### src/rtl/wdog_down_timer.sv
module wdog_down_timer #(
  parameter int unsigned CLK_HZ  = 100_000_000,
  parameter int unsigned TICK_HZ = 5_000_000,
  parameter int unsigned HALF_W  = 16
) (
  input  logic              clk,
  input  logic              rst_n,
  input  logic              start_i,
  input  logic              stop_i,
  input  logic              srst_i,
  input  logic              wr_en_i,
  input  logic              wr_hi_i,
  input  logic [HALF_W-1:0] wr_data_i,
  input  logic              rd_hi_i,
  output logic [HALF_W-1:0] rd_data_o,
  output logic              expire_o
);

  localparam int unsigned DIV   = (CLK_HZ / TICK_HZ) < 1 ? 1 : (CLK_HZ / TICK_HZ);
  localparam int unsigned PW    = DIV > 1 ? $clog2(DIV) : 1;
  localparam int unsigned CNT_W = 2 * HALF_W;
  localparam logic [PW-1:0] PLAST = PW'(DIV - 1);

  logic [PW-1:0]    presc_q;
  logic [CNT_W-1:0] cnt_q;
  logic             run_q;
  logic             expire_q;

  wire any_cmd = start_i | stop_i | srst_i;
  wire tick    = run_q && (presc_q == PLAST) && !wr_en_i && !any_cmd;

  always_ff @(posedge clk or negedge rst_n) begin
    if (!rst_n)                run_q <= 1'b0;
    else if (srst_i || stop_i) run_q <= 1'b0;
    else if (start_i)          run_q <= 1'b1;
  end

  always_ff @(posedge clk or negedge rst_n) begin
    if (!rst_n)                                   presc_q <= '0;
    else if (wr_en_i || any_cmd || !run_q)        presc_q <= '0;
    else if (presc_q == PLAST)                    presc_q <= '0;
    else                                          presc_q <= presc_q + PW'(1);
  end

  always_ff @(posedge clk or negedge rst_n) begin
    if (!rst_n)             cnt_q <= '0;
    else if (wr_en_i) begin
      if (wr_hi_i)          cnt_q <= {wr_data_i, cnt_q[HALF_W-1:0]};
      else                  cnt_q <= {cnt_q[CNT_W-1:HALF_W], wr_data_i};
    end
    else if (tick)          cnt_q <= cnt_q - CNT_W'(1);
  end

  always_ff @(posedge clk or negedge rst_n) begin
    if (!rst_n) expire_q <= 1'b0;
    else        expire_q <= tick && (cnt_q == '0);
  end

  assign expire_o  = expire_q;
  assign rd_data_o = rd_hi_i ? cnt_q[CNT_W-1:HALF_W] : cnt_q[HALF_W-1:0];

  AST_PRESC_RANGE: assert property (@(posedge clk) disable iff (!rst_n)
    presc_q <= PLAST);
  AST_STEP_BY_ONE: assert property (@(posedge clk) disable iff (!rst_n)
    (run_q && !wr_en_i) |=> (cnt_q == $past(cnt_q) || cnt_q == $past(cnt_q) - CNT_W'(1)));
  AST_FROZEN_STOPPED: assert property (@(posedge clk) disable iff (!rst_n)
    (!run_q && !wr_en_i) |=> $stable(cnt_q));
  AST_WRAP_FULL: assert property (@(posedge clk) disable iff (!rst_n)
    expire_o |-> (cnt_q == {CNT_W{1'b1}}));
  AST_WRAP_ONE_CYCLE: assert property (@(posedge clk) disable iff (!rst_n)
    expire_o |=> !expire_o);
  AST_SRST_STOPS: assert property (@(posedge clk) disable iff (!rst_n)
    srst_i |=> !run_q);
  AST_STOP_WINS: assert property (@(posedge clk) disable iff (!rst_n)
    (start_i && stop_i) |=> !run_q);
  AST_WRITE_LOW: assert property (@(posedge clk) disable iff (!rst_n)
    (wr_en_i && !wr_hi_i) |=> (cnt_q[HALF_W-1:0] == $past(wr_data_i)
                               && cnt_q[CNT_W-1:HALF_W] == $past(cnt_q[CNT_W-1:HALF_W])));
  AST_WRITE_HIGH: assert property (@(posedge clk) disable iff (!rst_n)
    (wr_en_i && wr_hi_i) |=> (cnt_q[CNT_W-1:HALF_W] == $past(wr_data_i)
                              && cnt_q[HALF_W-1:0] == $past(cnt_q[HALF_W-1:0])));

endmodule

### config.mk
export PLATFORM = sky130hd
export DESIGN_NAME = wdog_down_timer
export DESIGN_NICKNAME = d
export VERILOG_FILES = /design/src/rtl/wdog_down_timer.sv
export SDC_FILE = /design/constraint.sdc
export NUM_CORES = 1
export LEC_CHECK = 0
export ABC_AREA = 1
export CAP_MARGIN = 20
export CORE_MARGIN = 2
export CORE_UTILIZATION = 55
export CTS_CLUSTER_SIZE = 25
export DETAILED_ROUTE_END_ITERATION = 10
export GPL_TIMING_DRIVEN = 0
export PLACE_DENSITY = 0.81
export SYNTH_ARGS = -nofsm -noshare
export SYNTH_HDL_FRONTEND = slang
export SYNTH_SLANG_ARGS = --single-unit
### constraint.sdc
create_clock -name clk -period 2 [get_ports clk]
set_input_delay 0.2 -clock clk [delete_from_list [all_inputs] [get_ports clk]]
set_output_delay 0.2 -clock clk [all_outputs]
set_load 0.005 [all_outputs]
# == Yosys cells after proc, flatten, opt, wreduce, memory -nomap -nowiden ==
# Index checks and enable logic that the tools add are counted.
# totals
regBits,39
word_cells,35
# op_classes
addsub,2
eq_ne,3
mux,8
bitwise_logic,2
reduce_logical,15
# ops
cell,n
two-way mux 32 bit,3
logical NOT 32 bit,1
subtractor 32 x 1 -> 32 bit (second input constant),1
two-way mux 16 bit,1
two-way mux 5 bit,2
adder 5 x 1 -> 5 bit (second input constant),1
== test 5 bit (second input constant),1
logical AND 1 bit,4
AND reduction 2 bit,2
nonzero test 2 bit,2
logical NOT 1 bit,3
logical OR 1 bit,3
two-way mux 1 bit,2
!= test 2 x 1 -> 1 bit (second input constant),1
!= test 2 bit (second input constant),1
OR 1 bit,2

# == Longest topological paths before layout ==
# Gate-level depths: netlist (run 1).
# depth
depth_word,6
ltp_mapped,10
mapped_depth_nobuf,10

# == Worst setup path before layout (run 1) ==
# OpenSTA, ideal clock, no wires.
# synth_timing
path_type,register to register
start,reg presc_q[0]
end,reg cnt_q[7]
setup_time_ns,0.129
arrival_time_ns,1.330
setup_slack_ns,0.541
stages_incl_launch_ff,9
synth_period_minus_slack_ns,1.459
cell_sequence,dfrtp_1 > ha_1 > nand3_1 > nor2_4 > nor2_4 > inv_2 > buf_4 > o21ai_0 > o21ai_0
# synth_via
elab_chain_cells,6
# synth_lines
item,line,source
start: declaration,24,logic [PW-1:0] presc_q;
start signal: assignment,42,else presc_q <= presc_q + PW'(1);
== test 5 bit,30,wire tick = run_q && (presc_q == PLAST) && !wr_en_i && !any_cmd;
logical AND 1 bit (3 in series),30,
nonzero test 2 bit (no source line),-,
AND reduction 2 bit (no source line),-,
end signal: assignment,48,"if (wr_hi_i) cnt_q <= {wr_data_i, cnt_q[HALF_W-1:0]};"
end signal: assignment,49,"else cnt_q <= {cnt_q[CNT_W-1:HALF_W], wr_data_i};"
end signal: assignment,51,else if (tick) cnt_q <= cnt_q - CNT_W'(1);
end: declaration,25,logic [CNT_W-1:0] cnt_q;
# Every way passes these cells.
# A chain may end at the register's enable or synchronous reset.

# == Final worst setup path (run 1) ==
# layout_timing
start,reg cnt_q[0]
end,out rd_data_o[0]
# layout_via
elab_chain_cells,1
# layout_lines
item,line,source
two-way mux 16 bit,60,assign rd_data_o = rd_hi_i ? cnt_q[CNT_W-1:HALF_W] : cnt_q[HALF_W-1:0];
end: declaration,15,"output logic [HALF_W-1:0] rd_data_o,"
# Every way passes these cells.

==> impl_metrics.csv, run 1 <==
group,metric,value,unit
power,leakagePower,1.48,nW
clock_tree,clkSinkCount,39,
timing,finalHoldViolations,0,
logic_synthesis,yosys.area.top_type,"dfrtp_1",
logic_synthesis,synthMostInstantiatedCell,"nand2_1",
logic_synthesis,yosys-top-cells-area,"dfrtp_1 (34%), nand2_1 (13%), nor2_1 (13%)",
logic_synthesis,synthFlopType,"dfrtp_1",
timing,slew_headroom,37.9,%
setup_path,path_cells,"clkinv_1 -> o21ai_0 -> clkdlybuf4s50_1",
logic_synthesis,synth-async-reset-ratio,100,%
die,fp.dieH,76.0,µm
worst_hold_path,hp-class,"in -> async",
clock_tree,cts_made_buffers,5,
logic_synthesis,synth.avg_cell_area,6.43,µm²
global_route,grt_pass1_wl,15900,µm
timing,skew,0.00788,ns
global_route,antenna_found_initial,0,
route,vias,3278,
setup_path,cp.required,1.80,ns
setup_path,crit_family,"buffers and inverters",
die,die_x,76.0,µm
logic_synthesis,synth.distinct_cells,34,
place,post-place-ws,-0.324,ns
route,wl_per_cell,17.7,µm
clock_tree,tritoncts,"done",
logic_synthesis,synth_area,2850,µm²
die,dieArea,5770,µm²
setup_path,critPathKind,"reg -> out",
clock_tree,clockRootBuffer,"clkbuf_8",
logic_synthesis,netlist_top_cells_count,"nand2_1 (99), nor2_1 (98), inv_1 (42)",
timing,worstMarginPinSlew,0.932,ns
timing,clock.fmax,0.528,GHz
place,port_buffers,40,
route,route.detailed.drc,0,
place,place_congestion,1.00,
power,power_density,676,nW/µm²
route,drtIter0Drc,310,
layout,drive_gt1_share,6.52,%
timing,setup_ws,0.107,ns
logic_synthesis,synth_top_area_share,34.3,%
die,floorplan.initialDensity,56.5,%
timing,rsz0062_at_grt,"no",
route,viasPerCell,5.84,
run,drv_cap,0,
clock_tree,cts_hold_buffers,0,
layout,antenna_cells,0,
logic_synthesis,syn_nets,469,
setup_path,endpoint_kind,"primary output",
timing,slew_viol_final,0,
timing,fin_crit_sh,94.7,%
clock_tree,clockBufferDepth,2,
die,core,5040,µm²
global_route,grt_remaining_overflow,0,
logic_synthesis,yosysSeqAreaShare,34.3,%
logic_synthesis,ys_warn_count,0,
layout,area_delta_synth_final,20.6,%
timing,setup_viol,0,
timing,hold_slack,0.0319,ns
power,ir_drop,0.582,mV
setup_path,cp-start-kind,"register",
clock_tree,clk_latency,0.30,ns
setup_path,cp_max_fo,8,
logic_synthesis,synth_edf_count,0,
route,routed_wl,9940,µm
global_route,grt_usage,35.5,%
place,placed_cell_area,3330,µm²
setup_path,cpPeakStageDelay,0.55,ns
global_route,grt_max_degree,40,
setup_path,critPathBufInv,2,
global_route,grt_pass1_vias,3246,
layout,multiInputGateArea,1630,µm²
die,rows,26,
setup_path,cp.arrival,1.69,ns
layout,register_area,976,µm²
die,io_pins,41,
layout,nFillCells,456,
run_status,status,"complete, no violations",
clock_tree,clk_pin_slew_worst_paths,0.09,ns
logic_synthesis,synthCells,443,
route,dr.pass1.iters,8,
timing,fin_crit,1.89,ns
logic_synthesis,ys_ff_latch,39,
clock_tree,h-tree-depth,2,
timing,tns,0,ns
clock_tree,cts_setup_buffers,0,
layout,fin_nets,516,
route,ant_nets,0,
place,dp_hpwl,7330,µm
layout,final_area,3430,µm²
setup_path,cp_slowest_cell,"clkdlybuf4s50_1",
worst reg2reg max path: cells and delay by family (launching register included):
| family | cells | cell delay, ns |
|---|---|---|
| buf+inv | 1 | 0.15 |
| simple gates | 6 | 0.94 |
| fa+ha+maj | 1 | 0.26 |
| flops | 1 | 0.39 |
cells by family after synthesis:
| kind of cell | after synthesis | synth area share (%) |
|---|---|---|
| simple gates | 251 | 37.4 |
| fa+ha+maj | 2 | 0.879 |
| xor+xnor | 7 | 2.15 |
| flops | 39 | 34.3 |
| buf+inv | 59 | 8.48 |
| compound gates | 85 | 16.8 |
state kept, by name, summed over array words and instances, names as in the netlist:
name,count
cnt_q,32
expire_o,1
presc_q,5
run_q,1
final cells by class:
type | instances | area share, %
multi-input combinational | 345 | 47.5
sequential | 39 | 28.4
timing repair buffer | 40 | 11.5
inverter | 46 | 5.03
tap | 70 | 2.55
buffer | 13 | 2.44
clock buffer | 5 | 2.00
clock inverter | 3 | 0.583
final timing paths:
check                                to  cells after the start        from  slack (ns)
min reg2reg                  presc_q[0]                      1  presc_q[0]        0.48
max in group asynchronous     cnt_q[27]                      1       rst_n        1.39
max                        rd_data_o[0]                      3    cnt_q[0]        0.11
max reg2reg                    expire_o                      8    cnt_q[0]        0.17
min in group clk             presc_q[0]                      1  presc_q[0]        0.48
min                            cnt_q[6]                      1       rst_n        0.03
metrics by stage:
| stage | util, % | cells | power [mW] |
|---|---|---|---|
| after floorplan | - | 443 | 1.42 |
| after global placement | 66.2 | 553 | 1.73 |
| after detailed placement | 66.1 | 553 | 1.75 |
| after CTS | 68.1 | 561 | 2.30 |
| after global routing | 68.1 | 561 | 2.44 |
| final | 68.1 | 561 | 2.32 |
per-layer routing:
metal  up-vias  share of wire (%)  global-route usage [%]
met5         -                  0                       0
met4         0                5.4                    19.6
met3        42                8.9                    5.48
met1      1501                 39                    45.1
li1       1536                  -                       -
met2       199                 47                    58.0
layout by cell type, fill, tap and decap left out, types with 2 or more instances in the layout:
master and instances:
nand2_1 99, nor2_1 98, inv_1 42, dfrtp_1 39, clkdlybuf4s50_1 38, nand3_1 34, a21oi_1 32, o21ai_0 30
a22oi_1 7, clkbuf_8 6, xor2_1 5, buf_2 5, nor2_4 5, nand4_1 4, nor3_1 4, a31oi_1 4
o21bai_1 4, inv_2 3, clkbuf_1 3, o211ai_1 3, xnor2_1 2, buf_4 2, o221ai_1 2, ha_1 2
clkinvlp_4 2
timing repair:
| action | in CTS | in global routing |
|---|---|---|
| resized for setup | 7 | 0 |
| endpoints found under the setup margin | 16 | 1 |
| cloned | 0 | 0 |
| pin swaps | 0 | 1 |
power breakdown:
| group | internal, mW | switching [mW] | leakage (nW) |
|---|---|---|---|
| clock network | 0.243 | 0.314 | 0.0402 |
| registers | 0.895 | 0.155 | 0.466 |
| logic | 0.305 | 0.407 | 0.977 |
No activity file was read; power rests on OpenSTA's default activity.
==> run 2: changes to the inputs <==
- CORE_UTILIZATION: 55 -> 59
- PLACE_DENSITY: 0.81 -> 0.86
- clock period: 2 -> 2.4 ns (I/O delays scaled with it)
==> impl_metrics.csv, run 2 (same netlist as run 1, synthesis figures left out) <==
group,metric,value,unit
place,dp_hpwl,7000,µm
place,placed_cell_area,3310,µm²
setup_path,r2r-start,"cnt_q[0]",
setup_path,r2r_end,"expire_o",
setup_path,cp_max_fo,10,
clock_tree,h-tree-depth,2,
setup_path,r2r_cells,8,
die,floorplan.initialDensity,60.7,%
place,place_congestion,1.04,
place,post-place-ws,0.0333,ns
clock_tree,clk_pin_slew_worst_paths,0.07,ns
setup_path,cp.required,2.16,ns
layout,final_area,3400,µm²
timing,skew,0.00391,ns
timing,setup_ws,0.0819,ns
die,fp.dieH,73.5,µm
global_route,grt_pass1_vias,3071,
worst_hold_path,hp-class,"in -> async",
power,leakagePower,1.48,nW
die,io_pins,41,
layout,antenna_cells,0,
clock_tree,tritoncts,"done",
route,vias,3285,
timing,worstMarginPinSlew,0.904,ns
timing,slew_headroom,39.7,%
power,ir_drop,0.426,mV
clock_tree,clockBufferDepth,2,
run_status,status,"complete, no violations",
die,dieArea,5400,µm²
route,wl_per_cell,17.4,µm
route,dr.pass1.iters,6,
place,port_buffers,40,
route,ant_nets,0,
die,die_x,73.5,µm
clock_tree,clk_latency,0.30,ns
setup_path,r2r_slack,0.58,ns
timing,clock.fmax,0.431,GHz
layout,nFillCells,403,
timing,slew_viol_final,0,
global_route,antenna_found_initial,0,
clock_tree,cts_made_buffers,5,
setup_path,endpoint_kind,"primary output",
timing,finalHoldViolations,0,
setup_path,critPathKind,"in -> out",
global_route,grt_usage,37.6,%
power,power_density,568,nW/µm²
route,routed_wl,9480,µm
setup_path,cp.arrival,2.08,ns
global_route,grt_max_degree,40,
timing,hold_slack,0.0650,ns
layout,drive_gt1_share,5.92,%
clock_tree,clockRootBuffer,"clkbuf_8",
route,drtIter0Drc,363,
timing,fin_crit,2.32,ns
layout,max_flop_register,"cnt_q",
timing,tns,0,ns
setup_path,cp-start-kind,"input port",
layout,reg_top3,"cnt_q: 32 flops, presc_q: 5 flops",
run,drv_cap,0,
layout,final_cell_mix,"nand2_1 (99), nor2_1 (98), inv_1 (42)",
route,route.detailed.drc,0,
power,finalPower,1.93,mW
global_route,grt_remaining_overflow,0,
die,core,4690,µm²
timing,setup_viol,0,
layout,fin_nets,516,
layout,area_delta_synth_final,19.4,%
global_route,grt_pass1_wl,14900,µm
clock_tree,cts_hold_buffers,0,
die,rows,25,
layout,largest_reg_flops,32,
layout,final_common_cell,"nand2_1",
route,viasPerCell,6.04,
timing,fin_crit_sh,96.6,%
clock_tree,clkSinkCount,39,
## run 2: cell count changes in the layout (fill, tap and decap cells not counted)
cell	before	now
clkinvlp_4	2	0
clkbuf_1	3	5
dlygate4sd2_1	1	0
clkbuf_4	1	0
clkdlybuf4s50_1	38	39
## run 2: worst max-delay path by stage
stage / cells after the start / to / from
after floorplan: 8 / cnt_q[7] / presc_q[0]
after global placement: 5 / rd_data_o[15] / rd_hi_i
after detailed placement: 5 / rd_data_o[15] / rd_hi_i
after CTS: 5 / rd_data_o[15] / rd_hi_i
after global routing: 5 / rd_data_o[1] / rd_hi_i
final: 5 / rd_data_o[2] / rd_hi_i
## run 2: layout make-up
cell class	instances	area, µm²	area share (%)
clock buffer	6	82.6	2.43
tap	54	67.6	1.99
inverter	46	173	5.08
sequential	39	976	28.7
timing repair buffer	40	395	11.6
buffer	13	70.1	2.06
multi-input combinational	345	1630	48.0
clock inverter	1	5.00	0.147
## run 2: critical path, cell delays in order
cell	delay [ns]
clkdlybuf4s50_1	0.61
clkbuf_1	0.48
nand2_1	0.11
o21ai_0	0.10
clkdlybuf4s50_1	0.53
## run 2: per-layer routing
metal,global-route usage [%],routed length [µm],vias to the layer above
li1,-,-,1537
met1,49.5,3840,1478
met2,56.3,4090,221
met3,8.09,1010,49
met4,22.2,538,0
met5,0,0,-
## run 2: where the power goes
part	internal, mW	switching [mW]	leakage [nW]	total (mW)
clock	0.226	0.241	0.0470	0.466
combinational	0.253	0.332	0.967	0.584
sequential	0.746	0.134	0.466	0.880
total	1.22	0.706	1.48	1.93
## run 2: per-stage QoR
stage / std cells / util (%)
floorplan: 443 / -
global placement: 537 / 70.7
detailed placement: 537 / 70.6
CTS: 544 / 72.4
global route: 544 / 72.5
finish: 544 / 72.5
## run 2: timing repair
| item | CTS | global route |
|---|---|---|
| gates resized for setup | 0 | 2 |
| buffers inserted | 0 | 0 |
| endpoints found under the setup margin | 0 | 3 |
==> run 3: changes to the inputs <==
- SKIP_LAST_GASP: unset -> 1
==> results of run 3 <==
Same layout as run 2: the final DEF is identical, and so are final timing and power.
